[config.mk]
export PLATFORM = sky130hd
export DESIGN_NAME = serial_ctl_port
export DESIGN_NICKNAME = d
export VERILOG_FILES = /design/src/rtl/serial_ctl_pkg.sv /design/src/rtl/scp_sync.sv /design/src/rtl/scp_edges.sv /design/src/rtl/scp_rx.sv /design/src/rtl/scp_tx.sv /design/src/rtl/serial_ctl_port.sv
export SDC_FILE = /design/constraint.sdc
export NUM_CORES = 1
export LEC_CHECK = 0
export BUFFER_PORTS_ARGS = -buffer_cell sky130_fd_sc_hd__buf_4
export CELL_PAD_IN_SITES_DETAIL_PLACEMENT = 2
export CELL_PAD_IN_SITES_GLOBAL_PLACEMENT = 2
export CORE_MARGIN = 5
export CORE_UTILIZATION = 41
export DETAILED_ROUTE_END_ITERATION = 16
export PLACE_DENSITY = 0.88
export REMOVE_ABC_BUFFERS = 1
export SLEW_MARGIN = 10
export SYNTH_ARGS = -nofsm -noshare
export SYNTH_HDL_FRONTEND = slang
export SYNTH_SLANG_ARGS = --single-unit
[constraint.sdc]
create_clock -name clk -period 5.5 [get_ports clk]
set_clock_uncertainty 0.15 [all_clocks]
set_input_delay 1.1 -clock clk [delete_from_list [all_inputs] [get_ports clk]]
set_output_delay 1.1 -clock clk [all_outputs]
set_load 0.02 [all_outputs]
[src/rtl/serial_ctl_pkg.sv]
package serial_ctl_pkg;
  localparam int unsigned WORD_BITS = 16;
  localparam logic [WORD_BITS-1:0] CTRL_POR = 16'hE000;
  localparam int unsigned FLAG_RESET_BIT = 0;

  typedef struct packed {
    logic cs_fall;
    logic cs_rise;
    logic cs_low;
    logic sck_rise;
    logic sck_fall;
    logic din;
  } ser_evt_t;
endpackage

[src/rtl/scp_sync.sv]
module scp_sync #(
  parameter int unsigned N_BITS = 3,
  parameter int unsigned STAGES = 2,
  parameter logic [N_BITS-1:0] RST_VAL = '0
) (
  input  logic              clk,
  input  logic              rst_n,
  input  logic [N_BITS-1:0] d,
  output logic [N_BITS-1:0] q
);
  logic [N_BITS-1:0] stg [STAGES];

  for (genvar i = 0; i < STAGES; i++) begin : g_stage
    if (i == 0) begin : g_first
      always_ff @(posedge clk or negedge rst_n)
        if (!rst_n) stg[i] <= RST_VAL;
        else        stg[i] <= d;
    end else begin : g_rest
      always_ff @(posedge clk or negedge rst_n)
        if (!rst_n) stg[i] <= RST_VAL;
        else        stg[i] <= stg[i-1];
    end
  end

  assign q = stg[STAGES-1];
endmodule

[src/rtl/scp_edges.sv]
module scp_edges
  import serial_ctl_pkg::*;
(
  input  logic     clk,
  input  logic     rst_n,
  input  logic     cs_s,
  input  logic     sck_s,
  input  logic     din_s,
  output ser_evt_t ev
);
  logic cs_d, sck_d;

  always_ff @(posedge clk or negedge rst_n)
    if (!rst_n) begin
      cs_d  <= 1'b1;
      sck_d <= 1'b0;
    end else begin
      cs_d  <= cs_s;
      sck_d <= sck_s;
    end

  always_comb begin
    ev.cs_fall  = cs_d & ~cs_s;
    ev.cs_rise  = ~cs_d & cs_s;
    ev.cs_low   = ~cs_s;
    ev.sck_rise = ~sck_d & sck_s & ~cs_s;
    ev.sck_fall = sck_d & ~sck_s & ~cs_s;
    ev.din      = din_s;
  end
endmodule

[src/rtl/scp_rx.sv]
module scp_rx
  import serial_ctl_pkg::*;
#(
  parameter int unsigned W = 16,
  localparam int unsigned CNT_W = $clog2(W + 2)
) (
  input  logic             clk,
  input  logic             rst_n,
  input  ser_evt_t         ev,
  output logic [W-1:0]     word,
  output logic [CNT_W-1:0] count
);
  localparam logic [CNT_W-1:0] CNT_SAT = CNT_W'(W + 1);

  always_ff @(posedge clk or negedge rst_n)
    if (!rst_n) begin
      word  <= '0;
      count <= '0;
    end else if (ev.cs_fall) begin
      word  <= '0;
      count <= '0;
    end else if (ev.sck_fall) begin
      word <= {ev.din, word[W-1:1]};
      if (count != CNT_SAT) count <= count + 1'b1;
    end

  assert_idle_hold_R10: assert property (@(posedge clk) disable iff (!rst_n)
    !ev.cs_low |=> $stable(word) && $stable(count));
  assert_count_bound_R7: assert property (@(posedge clk) disable iff (!rst_n)
    count <= CNT_SAT);
endmodule

[src/rtl/scp_tx.sv]
module scp_tx
  import serial_ctl_pkg::*;
#(
  parameter int unsigned W = 16
) (
  input  logic         clk,
  input  logic         rst_n,
  input  ser_evt_t     ev,
  input  logic [W-1:0] stat,
  output logic         sdo,
  output logic         sdo_oe
);
  logic [W-1:0] shreg;
  logic         first_seen;
  logic         oe_q;

  always_ff @(posedge clk or negedge rst_n)
    if (!rst_n) begin
      shreg      <= '0;
      first_seen <= 1'b0;
      oe_q       <= 1'b0;
    end else begin
      oe_q <= ev.cs_low;
      if (ev.cs_fall) begin
        shreg      <= stat;
        first_seen <= 1'b0;
      end else if (ev.sck_rise) begin
        if (first_seen) shreg <= {1'b0, shreg[W-1:1]};
        else            first_seen <= 1'b1;
      end
    end

  assign sdo_oe = oe_q;
  assign sdo    = oe_q & shreg[0];

  assert_quiet_when_off_R2: assert property (@(posedge clk) disable iff (!rst_n)
    !sdo_oe |-> !sdo);
  assert_bit0_first_R3: assert property (@(posedge clk) disable iff (!rst_n)
    ev.cs_fall |=> sdo == $past(stat[0]));
  assert_hold_between_rises_R4: assert property (@(posedge clk) disable iff (!rst_n)
    (sdo_oe && !ev.sck_rise && !ev.cs_fall && !ev.cs_rise) |=> $stable(sdo));
endmodule

[src/rtl/serial_ctl_port.sv]
module serial_ctl_port
  import serial_ctl_pkg::*;
#(
  parameter int unsigned WORD_W = WORD_BITS,
  parameter int unsigned SYNC_STAGES = 2,
  parameter logic [WORD_W-1:0] CTRL_RESET = CTRL_POR
) (
  input  logic              clk,
  input  logic              rst_n,
  input  logic              cs_n,
  input  logic              sclk,
  input  logic              sdi,
  input  logic [WORD_W-1:0] stat_word,
  output logic              sdo,
  output logic              sdo_oe,
  output logic [WORD_W-1:0] ctrl_word,
  output logic              sreset_pulse
);
  localparam int unsigned CNT_W = $clog2(WORD_W + 2);
  localparam logic [CNT_W-1:0] CNT_FULL = CNT_W'(WORD_W);

  logic [2:0]        pins_s;
  ser_evt_t          ev;
  logic [WORD_W-1:0] rx_word;
  logic [CNT_W-1:0]  rx_count;
  logic [WORD_W-1:0] ctrl_q;
  logic              pulse_q;
  logic              commit;

  scp_sync #(.N_BITS(3), .STAGES(SYNC_STAGES), .RST_VAL(3'b100)) u_sync (
    .clk(clk), .rst_n(rst_n), .d({cs_n, sclk, sdi}), .q(pins_s));

  scp_edges u_edges (
    .clk(clk), .rst_n(rst_n), .cs_s(pins_s[2]), .sck_s(pins_s[1]),
    .din_s(pins_s[0]), .ev(ev));

  scp_rx #(.W(WORD_W)) u_rx (
    .clk(clk), .rst_n(rst_n), .ev(ev), .word(rx_word), .count(rx_count));

  scp_tx #(.W(WORD_W)) u_tx (
    .clk(clk), .rst_n(rst_n), .ev(ev), .stat(stat_word),
    .sdo(sdo), .sdo_oe(sdo_oe));

  assign commit = ev.cs_rise && (rx_count == CNT_FULL);

  always_ff @(posedge clk or negedge rst_n)
    if (!rst_n) begin
      ctrl_q  <= CTRL_RESET & ~(WORD_W'(1) << FLAG_RESET_BIT);
      pulse_q <= 1'b0;
    end else begin
      pulse_q <= commit & rx_word[FLAG_RESET_BIT];
      if (commit) begin
        ctrl_q <= rx_word;
        ctrl_q[FLAG_RESET_BIT] <= 1'b0;
      end
    end

  assign ctrl_word    = ctrl_q;
  assign sreset_pulse = pulse_q;

  assert_commit_on_rise_R6: assert property (@(posedge clk) disable iff (!rst_n)
    !$stable(ctrl_q) |-> $past(ev.cs_rise && rx_count == CNT_FULL));
  assert_pulse_single_R8: assert property (@(posedge clk) disable iff (!rst_n)
    sreset_pulse |=> !sreset_pulse);
  assert_pulse_after_commit_R8: assert property (@(posedge clk) disable iff (!rst_n)
    sreset_pulse |-> $past(ev.cs_rise));
endmodule

# Word level (Yosys, flattened, before mapping)
# Cells that the tools add are included.
# W data, S select, Z words.
[totals]
in_bits = 21
out_inout_bits = 19
reg_bits = 63
ram_bits = 0
n_memories = 0
mem_bits_ro = 0
latchBits = 0
elab_cells = 43
[op_classes]
multipliers = 0
div = 0
addsub = 1
eq_ne = 2
shift = 0
magnitude_cmp = 0
reduce_logical = 7
n_mux = 10
bitwise_logic = 12
[ops]
columns = ["op", "count"]
rows = [
  ["$mux W16", 5],
  ["$mux W5", 3],
  ["$and A1 B1 Y1", 8],
  ["$reduce_bool A2 Y1", 4],
  ["$add A5 B1 Y5 const B", 1],
  ["$eq A5 B5 Y1 const B", 1],
  ["$ne A5 B5 Y1 const B", 1],
  ["$not A1 Y1", 4],
  ["$reduce_and A2 Y1", 2],
  ["$mux W1", 2],
  ["$logic_and A1 B1 Y1", 1],
]

# Logic depth before layout (Yosys ltp)
[logic_depth]
depth_word = 5
mapped_depth = 7

# Hierarchy
# From an unflattened synthesis, not the netlist that was laid out.
[hier_totals]
hier_cells = 232
area_unflattened_um2 = 2884.0
[by_module_without_submodules]
columns = ["module", "n_inst", "area_per_inst_um2", "seq_area_each_um2", "cells_each"]
rows = [
  ["scp_tx", 1, 1013.5, 450.4, 96],
  ["scp_rx", 1, 933.4, 525.5, 80],
  ["serial_ctl_port", 1, 670.6, 404.1, 39],
  ["scp_sync", 1, 175.2, 152.6, 9],
  ["scp_edges", 1, 91.3, 51.3, 8],
]

# Worst setup path after synthesis
# OpenSTA, ideal clock, no wires.
[synth_timing]
kind = "flip-flop to output port"
start = "register u_tx.oe_q (netlist: u_tx.sdo_oe)"
end = "output port sdo"
arrival_time_ns = 0.686
setup_slack_ns = 3.564
n_path_buf = 0
required_time_ns = 4.250
path_stages_with_launch = 2
path_cell_list = "dfrtp_1 -> and2_1"
[synth_via]
elab_chain_len = 1
[synth_rtl]
columns = ["item", "line_no", "text"]
rows = [
  ["from (decl)", "scp_tx.sv:15", "logic oe_q;"],
  ["from (signal assigned)", "scp_tx.sv:23", "oe_q <= ev.cs_low;"],
  ["$and A1 B1 Y1", "scp_tx.sv:34", "assign sdo = oe_q & shreg[0];"],
  ["to (decl)", "serial_ctl_port.sv:14", "output logic sdo,"],
]
# No other way between the ends.

# Worst setup path after layout
# Same ends and word-level chain as after synthesis.

==> impl_metrics.toml <==
[floorplanning]
io_pins = 40
dieWidth_um = 90.9
core.rowCount = 29
start_util_pct = 42.2
die_area_um2 = 8260
core_um2 = 6350
dieHeight_um = 90.9

[place]
place_inst = 316
gp_congestion = 0.711
dp_hpwl_um = 3800
numPortBuffers = 38

[timing]
whs_ps = 204
fin_crit_ps = 2320
worst_slew_pin_slew_ps = 1130
fin_crit_sh_pct = 42.2
hold_violations = 0
rsz0062_at_grt = "no"
fin_setup_tns_ps = 0
finalSetupViolCount = 0
drv_slew = 0
fmax_ghz = 0.431
max_slew_margin_pct = 24.5

[hold_path]
min_path_type = "reg -> reg"
hold_depth = 0

[route]
ant_nets = 0
drtIter0Drc = 42
via_count = 1726
route.detailed.drc = 0
routed_wl_um = 5940
wl_per_cell_um = 17.9
viasPerCell = 5.20
drtPass1Iterations = 4

[synthesis]
synth-seq-area-share_pct = 59.0
syn_avg_cell_area_um2 = 12.7
syn_area_um2 = 2680
synth-seq-cells = 63
synth.distinct_cells = 29
ys_warn_count = 0
synthCells = 212

[clocking]
post_cts_buffers = 0
path_clk_slew_ps = 70
cts.htree.levels = 3
cts.path.max_buffers = 2
cts_sinks = 63
cts_hold_buf = 0
ctsResizeCount = 0
cts_tree = "done"
cts_made_buffers = 9
clock_latency_ps = 330
cts_root_buffer = "clkbuf_8"

[layout]
final.fill_count = 625
syn_to_final_growth_pct = 19.3
antenna_cells = 0
nNetsFinal = 274
final_cells = 332
final_util_pct = 50.4
layout-drive-gt1-share_pct = 42.4

[pwr]
worst_ir_drop_vdd_mv = 0.183
p_leak_nw = 1.48
p_per_area_nw_per_um2 = 345
power_mw = 1.11

[worst_setup_path]
crit_type = "reg -> out"
critPathMaxFanout = 2
start_kind = "flip-flop"
endpoint_kind = "output port"
crit_arrival_ps = 1070
required_ps = 4250
reg2reg_depth = 5

[outcome]
status = "complete, no violations"

[grt]
global_route.usage.met3_pct = 6.33
grt_use_total_pct = 15.7
grt-busiest-layer = "met2"
grt_overflow = 0
gr-usage-met2_pct = 25.5
grt_pass1_wl_um = 10200
use_met1_pct = 18.4
grt_max_degree = 64
grt_pass1_vias = 2034
antenna_found_initial = 0

[run]
drv_cap = 0
## cell usage in the layout, fill, tap and decap left out
| master | instances |
|---|---|
| or4bb_1 | 1 |
| inv_1 | 5 |
| buf_4 | 39 |
| o21ai_2 | 1 |
| mux2_2 | 36 |
| clkbuf_1 | 2 |
| nor4bb_1 | 1 |
| clkbuf_8 | 11 |
| nand2_1 | 34 |
| o21ai_0 | 5 |
| nor3b_2 | 1 |
| nor2b_2 | 1 |
| a21oi_1 | 20 |
| dfrtp_1 | 57 |
| conb_1 | 1 |
| and2_1 | 1 |
| nand4bb_1 | 1 |
| bufinv_16 | 1 |
| o21a_1 | 1 |
| dfstp_2 | 6 |
| mux2_4 | 9 |
| clkinv_2 | 1 |
| or3b_2 | 1 |
| nand3b_1 | 1 |
| nand4b_1 | 1 |
| nand3_1 | 4 |
| clkinvlp_4 | 1 |
| or3_1 | 4 |
| nand2b_1 | 3 |
| nor2_1 | 2 |
| ha_1 | 3 |
## synth_stat cells
| cell | number | share of area [%] |
|---|---|---|
| a21oi_1 | 20 | 3.7 |
| and2_1 | 1 | 0.23 |
| buf_2 | 6 | 1.1 |
| buf_4 | 2 | 0.56 |
| buf_6 | 2 | 0.84 |
| clkbuf_1 | 2 | 0.28 |
| conb_1 | 1 | 0.14 |
| dfrtp_1 | 57 | 53 |
| dfstp_2 | 6 | 5.9 |
| ha_1 | 3 | 1.4 |
| inv_1 | 5 | 0.70 |
| mux2_2 | 36 | 15 |
| mux2_4 | 9 | 5.0 |
| nand2_1 | 34 | 4.8 |
| nand2b_1 | 3 | 0.70 |
| nand3_1 | 4 | 0.75 |
| nand3b_1 | 1 | 0.28 |
| nand4b_1 | 1 | 0.33 |
| nand4bb_1 | 1 | 0.42 |
| nor2_1 | 2 | 0.28 |
| nor2b_1 | 1 | 0.23 |
| nor3b_2 | 1 | 0.47 |
| nor4bb_1 | 1 | 0.37 |
| o21a_1 | 1 | 0.28 |
| o21ai_0 | 5 | 0.93 |
| o21ai_2 | 1 | 0.33 |
| or3_1 | 4 | 0.93 |
| or3b_2 | 1 | 0.33 |
| or4bb_1 | 1 | 0.42 |
## layer usage
layer | vias to the layer above | wire, um
met2 | 42 | 3010
met5 | - | 0
li1 | 796 | -
met1 | 878 | 2450
met3 | 10 | 367
met4 | 0 | 110
## power by group
| part | switching (mW) | internal, mW | total, mW |
|---|---|---|---|
| Clock | 0.174 | 0.234 | 0.408 |
| Combinational | 0.0559 | 0.0885 | 0.144 |
| Sequential | 0.0307 | 0.522 | 0.553 |
| Total | 0.261 | 0.845 | 1.11 |
## cell type report
class | instances | area [um2] | area share [%]
Tap cell | 77 | 96.3 | 3.01
Clock inverter | 3 | 42.5 | 1.33
Clock buffer | 13 | 159 | 4.96
Multi-Input combinational cell | 132 | 1010 | 31.5
Inverter | 5 | 18.8 | 0.586
Sequential cell | 63 | 1580 | 49.5
Timing Repair Buffer | 39 | 293 | 9.15
## cells by family (layout without fill, tap and decap cells)
group / after synthesis / count (layout) / share of synthesized area [%]
AO/OA/AOI/OAI: 27 / 27 / 5.27
adder cells (fa/ha/maj): 3 / 3 / 1.40
buffers and inverters: 17 / 60 / 3.50
flip-flops: 63 / 63 / 59.0
multiplexers: 45 / 45 / 20.1
other: 1 / 1 / 0.140
AND/OR/NAND/NOR: 56 / 56 / 10.5
## stage by stage
stage | area, um2 | setup slack (ps)
finish | 3200 | 3180
global route | 3200 | 3130
CTS | 3200 | 3150
detailed placement | 3000 | 3340
global placement | 3000 | 3440
floorplan | 2610 | 2630
## worst paths after layout
check / start / endpoint / slack [ps]
min: u_sync.stg[4]$_DFF_PN0_ / u_sync.q[1]$_DFF_PN0_ / 200
min in group asynchronous: rst_n / sreset_pulse$_DFF_PN0_ / 700
max: u_tx.sdo_oe$_DFF_PN0_ / sdo / 3180
max in group asynchronous: rst_n / u_rx.word[14]$_DFFE_PN0P_ / 3990
max reg2reg: u_rx.count[0]$_DFFE_PN0P_ / ctrl_word[11]$_DFFE_PN0P_ / 3320
min reg2reg: u_sync.stg[4]$_DFF_PN0_ / u_sync.q[1]$_DFF_PN0_ / 200
## state kept, by name, summed over array words and instances (netlist names)
register and cells:
u_rx.word 16, u_tx.shreg 16, ctrl_word 15, u_rx.count 5, u_sync.q 3, u_sync.stg 3, sreset_pulse 1, u_edges.cs_d 1
u_edges.sck_d 1, u_tx.first_seen 1, u_tx.sdo_oe 1
## worst max-delay path, stage by stage (launching register included)
cell and delay (ps):
dfrtp_1 400, and2_1 180, buf_4 160
No activity file was read; power rests on OpenSTA's default activity.
